===== config.mk =====
export PLATFORM = sky130hd
export DESIGN_NAME = fdata_scan_reg
export DESIGN_NICKNAME = d
export VERILOG_FILES = /design/src/rtl/fd_pkg.sv /design/src/rtl/fd_range_match.sv /design/src/rtl/fd_shift_chain.sv /design/src/rtl/fd_complete.sv /design/src/rtl/fdata_scan_reg.sv
export SDC_FILE = /design/constraint.sdc
export NUM_CORES = 1
export LEC_CHECK = 0
export ABC_AREA = 0
export BUFFER_PORTS_ARGS = -buffer_cell sky130_fd_sc_hd__buf_2
export CAP_MARGIN = 5
export CELL_PAD_IN_SITES_DETAIL_PLACEMENT = 1
export CELL_PAD_IN_SITES_GLOBAL_PLACEMENT = 2
export CORE_MARGIN = 5
export CORE_UTILIZATION = 30
export DETAILED_ROUTE_END_ITERATION = 10
export GPL_TIMING_DRIVEN = 0
export PLACE_DENSITY = 0.83
export SLEW_MARGIN = 25
export SYNTH_ARGS = -nofsm -noshare
export SYNTH_HDL_FRONTEND = slang
export SYNTH_HIERARCHICAL = 1
export SYNTH_SLANG_ARGS = --single-unit

===== constraint.sdc =====
create_clock -name clk -period 3.73 [get_ports clk]
set_clock_uncertainty 0.2 [all_clocks]
set_input_delay 0.5595 -clock clk [delete_from_list [all_inputs] [get_ports clk]]
set_output_delay 0.5595 -clock clk [all_outputs]
set_load 0.01 [all_outputs]

===== src/rtl/fd_pkg.sv =====
// Shared types for the fast-data scan register.
package fd_pkg;
    // Snapshot of the bridge state taken at Capture-DR.
    typedef struct packed {
        logic hit_pend;   // in-window access was waiting
        logic is_store;   // that access was a store
    } fd_capture_t;
endpackage


===== src/rtl/fd_range_match.sv =====
// Decides whether an address falls in the fast-data window.
// Assumes the window is aligned to its own power-of-two size.
module fd_range_match #(
    parameter int          ADDR_W         = 32,
    parameter logic [31:0] FAST_BASE      = 32'hFF20_0000,
    parameter int          FAST_SPAN_LOG2 = 4
) (
    input  logic [ADDR_W-1:0] addr,
    output logic              hit
);
    localparam logic [ADDR_W-1:0] BASE_W = ADDR_W'(FAST_BASE);

    generate
        if (FAST_SPAN_LOG2 == 0) begin : g_exact
            // Single-address window: plain equality.
            always_comb hit = (addr == BASE_W);
        end else begin : g_prefix
            localparam logic [ADDR_W-1:0] MASK = ~((ADDR_W'(1) << FAST_SPAN_LOG2) - ADDR_W'(1));
            // Compare the upper bits only.
            always_comb hit = ((addr & MASK) == (BASE_W & MASK));
        end
    endgenerate
endmodule


===== src/rtl/fd_shift_chain.sv =====
// Status-plus-data shift chain. Loads in parallel at capture, shifts
// toward bit 0 with tdi entering at the top, and exposes bit 0 as tdo.
// Assumes load and shift enables are never high together.
module fd_shift_chain #(
    parameter int DATA_W = 32
) (
    input  logic              clk,
    input  logic              rst_n,
    input  logic              load_en,
    input  logic              shift_en,
    input  logic              load_status,
    input  logic [DATA_W-1:0] load_data,
    input  logic              tdi,
    output logic              tdo,
    output logic              held_status,
    output logic [DATA_W-1:0] held_data
);
    localparam int LEN = DATA_W + 1;

    logic [LEN-1:0] chain_q;

    // Parallel load at capture, serial shift otherwise.
    always_ff @(posedge clk) begin
        if (!rst_n)        chain_q <= '0;
        else if (load_en)  chain_q <= {load_data, load_status};
        else if (shift_en) chain_q <= {tdi, chain_q[LEN-1:1]};
    end

    assign tdo         = chain_q[0];
    assign held_status = chain_q[0];
    assign held_data   = chain_q[LEN-1:1];

    // one shift moves the next bit onto tdo.
    a_r3_shift_step: assert property (@(posedge clk) disable iff (!rst_n)
        (shift_en && !load_en) |=> (tdo == $past(chain_q[1])));
    // with no enable the chain holds.
    a_r10_hold: assert property (@(posedge clk) disable iff (!rst_n)
        (!shift_en && !load_en) |=> $stable(chain_q));
endmodule


===== src/rtl/fd_complete.sv =====
// Completion gate. Remembers what capture saw and, at update, releases
// the stalled access only if one was waiting and the probe asked for it.
// Assumes the bridge holds its request until acc_done.
module fd_complete #(
    parameter int DATA_W = 32
) (
    input  logic               clk,
    input  logic               rst_n,
    input  logic               cap_en,
    input  logic               upd_en,
    input  fd_pkg::fd_capture_t cap_in,
    input  logic               held_status,
    input  logic [DATA_W-1:0]  held_data,
    output logic               done,
    output logic [DATA_W-1:0]  rdata
);
    fd_pkg::fd_capture_t armed_q;
    logic                fire;

    // Completion needs a capture-time hit and a probe status of 0.
    always_comb fire = upd_en && armed_q.hit_pend && !held_status;

    // Arm at capture, disarm at any update.
    always_ff @(posedge clk) begin
        if (!rst_n)      armed_q <= '0;
        else if (cap_en) armed_q <= cap_in;
        else if (upd_en) armed_q <= '0;
    end

    // Register the release pulse and the load result.
    always_ff @(posedge clk) begin
        if (!rst_n) begin
            done  <= 1'b0;
            rdata <= '0;
        end else begin
            done <= fire;
            if (fire && !armed_q.is_store) rdata <= held_data;
        end
    end

    // release is a single-cycle pulse.
    a_r6_single_pulse: assert property (@(posedge clk) disable iff (!rst_n)
        done |=> !done);
    // a pulse always follows an update.
    a_r6_after_update: assert property (@(posedge clk) disable iff (!rst_n)
        done |-> $past(upd_en));
    // load result moves only together with a release.
    a_r5_rdata_with_done: assert property (@(posedge clk) disable iff (!rst_n)
        !$stable(rdata) |-> done);
    // an update always leaves the gate disarmed.
    a_r11_disarm: assert property (@(posedge clk) disable iff (!rst_n)
        (upd_en && !cap_en) |=> !armed_q.hit_pend);
endmodule


===== src/rtl/fdata_scan_reg.sv =====
// Fast-data scan register top. Joins the window decode, the 33-bit
// chain and the completion gate. TAP strobes count only while sel_fd
// is high. Assumes one TAP state per clock and a single clock domain.
module fdata_scan_reg #(
    parameter int          ADDR_W         = 32,
    parameter int          DATA_W         = 32,
    parameter logic [31:0] FAST_BASE      = 32'hFF20_0000,
    parameter int          FAST_SPAN_LOG2 = 4
) (
    input  logic              clk,
    input  logic              rst_n,
    input  logic              sel_fd,
    input  logic              capture_dr,
    input  logic              shift_dr,
    input  logic              update_dr,
    input  logic              tdi,
    output logic              tdo,
    input  logic              acc_pend,
    input  logic              acc_write,
    input  logic [ADDR_W-1:0] acc_addr,
    input  logic [DATA_W-1:0] acc_wdata,
    output logic              acc_done,
    output logic [DATA_W-1:0] acc_rdata
);
    logic                cap_en, shf_en, upd_en, in_win;
    logic                held_status;
    logic [DATA_W-1:0]   held_data, load_data;
    fd_pkg::fd_capture_t snap;

    // Qualify TAP strobes with the instruction select.
    always_comb begin
        cap_en = sel_fd && capture_dr;
        shf_en = sel_fd && shift_dr && !capture_dr;
        upd_en = sel_fd && update_dr && !capture_dr;
    end

    fd_range_match #(
        .ADDR_W(ADDR_W), .FAST_BASE(FAST_BASE), .FAST_SPAN_LOG2(FAST_SPAN_LOG2)
    ) u_match (
        .addr(acc_addr),
        .hit (in_win)
    );

    // Build the capture snapshot and the upload word.
    always_comb begin
        snap.hit_pend = acc_pend && in_win;
        snap.is_store = acc_write;
        load_data     = (snap.hit_pend && acc_write) ? acc_wdata : '0;
    end

    fd_shift_chain #(.DATA_W(DATA_W)) u_chain (
        .clk        (clk),
        .rst_n      (rst_n),
        .load_en    (cap_en),
        .shift_en   (shf_en),
        .load_status(snap.hit_pend),
        .load_data  (load_data),
        .tdi        (tdi),
        .tdo        (tdo),
        .held_status(held_status),
        .held_data  (held_data)
    );

    fd_complete #(.DATA_W(DATA_W)) u_gate (
        .clk        (clk),
        .rst_n      (rst_n),
        .cap_en     (cap_en),
        .upd_en     (upd_en),
        .cap_in     (snap),
        .held_status(held_status),
        .held_data  (held_data),
        .done       (acc_done),
        .rdata      (acc_rdata)
    );

    // the captured status cell reflects an in-window waiting access.
    a_r2_status_capture: assert property (@(posedge clk) disable iff (!rst_n)
        (sel_fd && capture_dr) |=> (tdo == $past(acc_pend && in_win)));
    // an out-of-window access captures status 0.
    a_r9_out_of_window: assert property (@(posedge clk) disable iff (!rst_n)
        (sel_fd && capture_dr && !in_win) |=> !tdo);
    // strobes without select cause no release.
    a_r10_no_sel_no_done: assert property (@(posedge clk) disable iff (!rst_n)
        (!sel_fd) |=> !acc_done);
endmodule


==> results.txt <==
----------------------------------------------------
[Run status]
  Outcome ... finished, final reports clean

[Synth]
  Flop and latch count out of synthesis ... between 60 and 70
  Area share of the largest cell type after synthesis ... 0.369
  Number of cells produced by synthesis ... 352
  Yosys warnings ... 6
  Cells taking the most area after synthesis ... sky130_fd_sc_hd__dfxtp_1 37%, sky130_fd_sc_hd__mux2_4 12%, sky130_fd_sc_hd__o211a_1 9.0%
  Library cells used by synthesis ... 26
  Average size of a mapped cell ... 10.5 µm²
  Post-synthesis sequential area ratio ... 0.369
  Cell type with the highest aggregate area in the netlist ... sky130_fd_sc_hd__dfxtp_1
  Syn Nets ... approximately 430
  Post-synthesis cell area ... between 3000 and 4000 µm²

[Critical path]
  Maximum cell stage delay along the critical path ... 0.65 ns
  Crit path DAT ... 2.56 ns
  Ordered list of cells on the worst path ... buf_2 > nor4_2 > nand4_1 > nor4_2 > buf_2 > and4_1 > nand2b_1 > o211a_1
  Worst Path Buf+Inv ... 2
  Crit path max-delay family ... simple AND/OR/NAND/NOR gates
  Critical Path Source Type ... input pin
  Crit path kind ... input pin to flop
  Crit-path max FO ... 10
  Critical path's slowest cell ... sky130_fd_sc_hd__nor4_2
  Worst Path Required ... 3.81 ns
  Element type at the critical path end ... flop

[Placement]
  Hpwl dp ... about 8 mm
  Final GP Congestion ... approximately 0.74
  Number of placed instances, taps included ... 600
  Minimum setup slack after placement ... about 0.85 ns
  Area after detailed placement ... 4380 µm²
  Count of buffers inserted at the top-level ports ... between 100 and 150

[Clock network]
  Number of hold buffers added after CTS ... 0
  Clk Latency, worst-skew pair ... about 0.34 ns
  Clock tree from TritonCTS ... yes
  Sink count of the clock tree ... between 60 and 70
  Maximum clock path buffer count ... 2
  Quantity of gates resized following cts ... 0
  Post-CTS repair timing setup buffer count ... 0
  Num CTS Buffers ... 9
  Clock transition at the register clock pins on the worst setup and hold paths after CTS ... around 0.050 ns
  Root buffer cell ... sky130_fd_sc_hd__clkbuf_16
  Number of levels the H-tree was split into ... 3

[Power and ir drop]
  Internal Dissipation ... 0.00145 W
  Part of the total power dissipated in sequential elements ... 0.411
  Largest voltage drop on the vdd net ... 0.000194 V
  Power density cells ... between 300 and 400 nW/µm²
  Comb pwr share ... 0.098
  Net switching power figure ... about 0.00042 W
  Clock group share of total power ... 0.491
  Switching Fraction ... 0.224
  Static Leak ... 2.29 nW

[Timing]
  Number of hold-slack violations in the final timing report ... 0
  Final critical-path setup slack ... around 1.2 ns
  Max Fclk ... between 400 and 500 MHz
  Final setup violation count ... 0
  Min cycle time layout ... around 2.5 ns
  RSZ-0062 raised after global routing ... no
  Worst slew margin ... 0.554
  Hold_ws ... 0.256 ns
  Max-slew violation count ... 0
  Final sum of negative setup slack ... 0 ns
  Slew @ Worst Pin ... approximately 0.66 ns
  Share of the cycle needed by the critical path after routing ... 0.666

[Drt]
  Final wirelength ... between 10 and 15 mm
  DRC errors left ... 0
  Via-to-Cell Ratio ... just under 5
  Wirelength per Cell ... around 17 µm
  Antenna Violating Nets Remaining ... 0
  Initial DRC Count ... 92
  Initial DRT Pass Iterations ... 4
  Routed via count ... 3,034

[Finish]
  Commonest non-fill, non-tap cell in the layout ... sky130_fd_sc_hd__buf_2
  Leading cell types in the layout, fill and taps excluded ... 114 x sky130_fd_sc_hd__buf_2, 68 x sky130_fd_sc_hd__dfxtp_1, 66 x sky130_fd_sc_hd__nand2_1
  Final standard cell area without fillers ... about 4700 µm²
  Share of post-route cells with drive strength above 1 ... 0.384
  Antenna diode instance count ... 0
  Cell Count, Final, Fillers Out ... 616
  Total Nets Final ... roughly 540
  Layout overhead on the synthesized area ... 27.3%

[Global routing]
  Largest net degree at the start of global routing ... 12
  Total overflow reported by the global router ... 0
  Global-route wire length before repair ... ~17 mm
  Global router's overall resource usage ... 0.146
  Number of antenna violations at the first check in global routing ... 0
  Vias in the first global route ... about 3,400

[Floorplanning]
  Horizontal die dimension ... 121 µm
  Top Ports ... between 100 and 150
  Area inside the core boundary ... ~12,000 µm²
  Height of the die ... approximately 120 µm
  Area enclosed by the die boundary ... 14,600 µm²
  Initial Utilization ... 0.307
  Std cell rows ... 40

[Hold path]
  HP Class ... flop to flop

[Flow run]
  Max-capacitance violation count ... 0

----------------------------------------------------
-- state kept, by name, summed over array words and instances (netlist names) --
signal	count
u_gate/armed_q	2
u_gate/rdata	32
u_gate/done	1
u_chain/chain_q	33
-- power groups by stage --
stage | registers [W] | logic (W) | clock network [W]
floorplan | 0.000776 | 0.000117 | 0
global route | 0.000769 | 0.000201 | 0.000968
global placement | 0.000782 | 0.000179 | 0
finish | 0.000767 | 0.000183 | 0.000917
detailed placement | 0.000782 | 0.000185 | 0
CTS | 0.000767 | 0.000186 | 0.000942
-- stage by stage --
step	util	total power (W)
floorplan	-	0.000893
global placement	0.364	0.000961
detailed placement	0.364	0.000968
CTS	0.391	0.00189
global route	0.391	0.00194
finish	0.391	0.00187
-- worst paths after layout --
| path | startpoint | endpoint | slack [ns] | depth (start not counted) |
|---|---|---|---|---|
| worst min-delay path | u_gate/rdata[5]$_SDFFE_PN0P_ | u_gate/rdata[5]$_SDFFE_PN0P_ | 0.26 | 2 |
| worst max register to register | u_chain/chain_q[0]$_SDFFE_PN0P_ | u_gate/rdata[23]$_SDFFE_PN0P_ | 2.28 | 4 |
| worst max-delay path | acc_addr[13] | u_chain/chain_q[14]$_SDFFE_PN0P_ | 1.25 | 8 |
| worst min register to register | u_gate/rdata[5]$_SDFFE_PN0P_ | u_gate/rdata[5]$_SDFFE_PN0P_ | 0.26 | 2 |
-- cell families (layout without fill, tap and decap cells) --
| group | Yosys count | after routing | synth area share |
|---|---|---|---|
| buf+inv | 36 | 153 | 0.0733 |
| mux | 65 | 65 | 0.218 |
| flops | 68 | 68 | 0.369 |
| compound gates | 35 | 35 | 0.0937 |
| simple gates | 148 | 148 | 0.246 |
-- cell type report --
cell class,count,area [µm²]
clock buffer,12,246
fill,1400,7320
timing repair buffer,101,505
sequential,68,1360
tap,147,184
clock inverter,4,72.6
buffer,36,270
multi-input combinational,248,2060
-- metal layers --
metal  GRT usage  routed length (µm)  vias to the layer above
li1            -                   -                     1484
met1       0.170                4550                     1459
met2       0.251                4980                       80
met3      0.0452                 672                       11
met4      0.0552                 161                        0
met5           0                   0                        -
-- synthesized netlist by cell type (all sizes together) --
cell type and n:
dfxtp 68, nand2 66, mux2 33, nand2b 33, o211a 33, and4 32, mux2i 32, buf 25
clkbuf 11, nor4 4, a21boi 2, and2 2, and3b 2, nand4b 2, or3b 2, and4b 1
and4bb 1, nand4 1, nor4b 1, or4bb 1
-- worst min-delay path, stage by stage (launching register included) --
cell and delay [ns]:
sky130_fd_sc_hd__dfxtp_1 0.31, sky130_fd_sc_hd__nand2_1 0.05, sky130_fd_sc_hd__mux2i_1 0.05
Power figures use the tool's default switching activity.
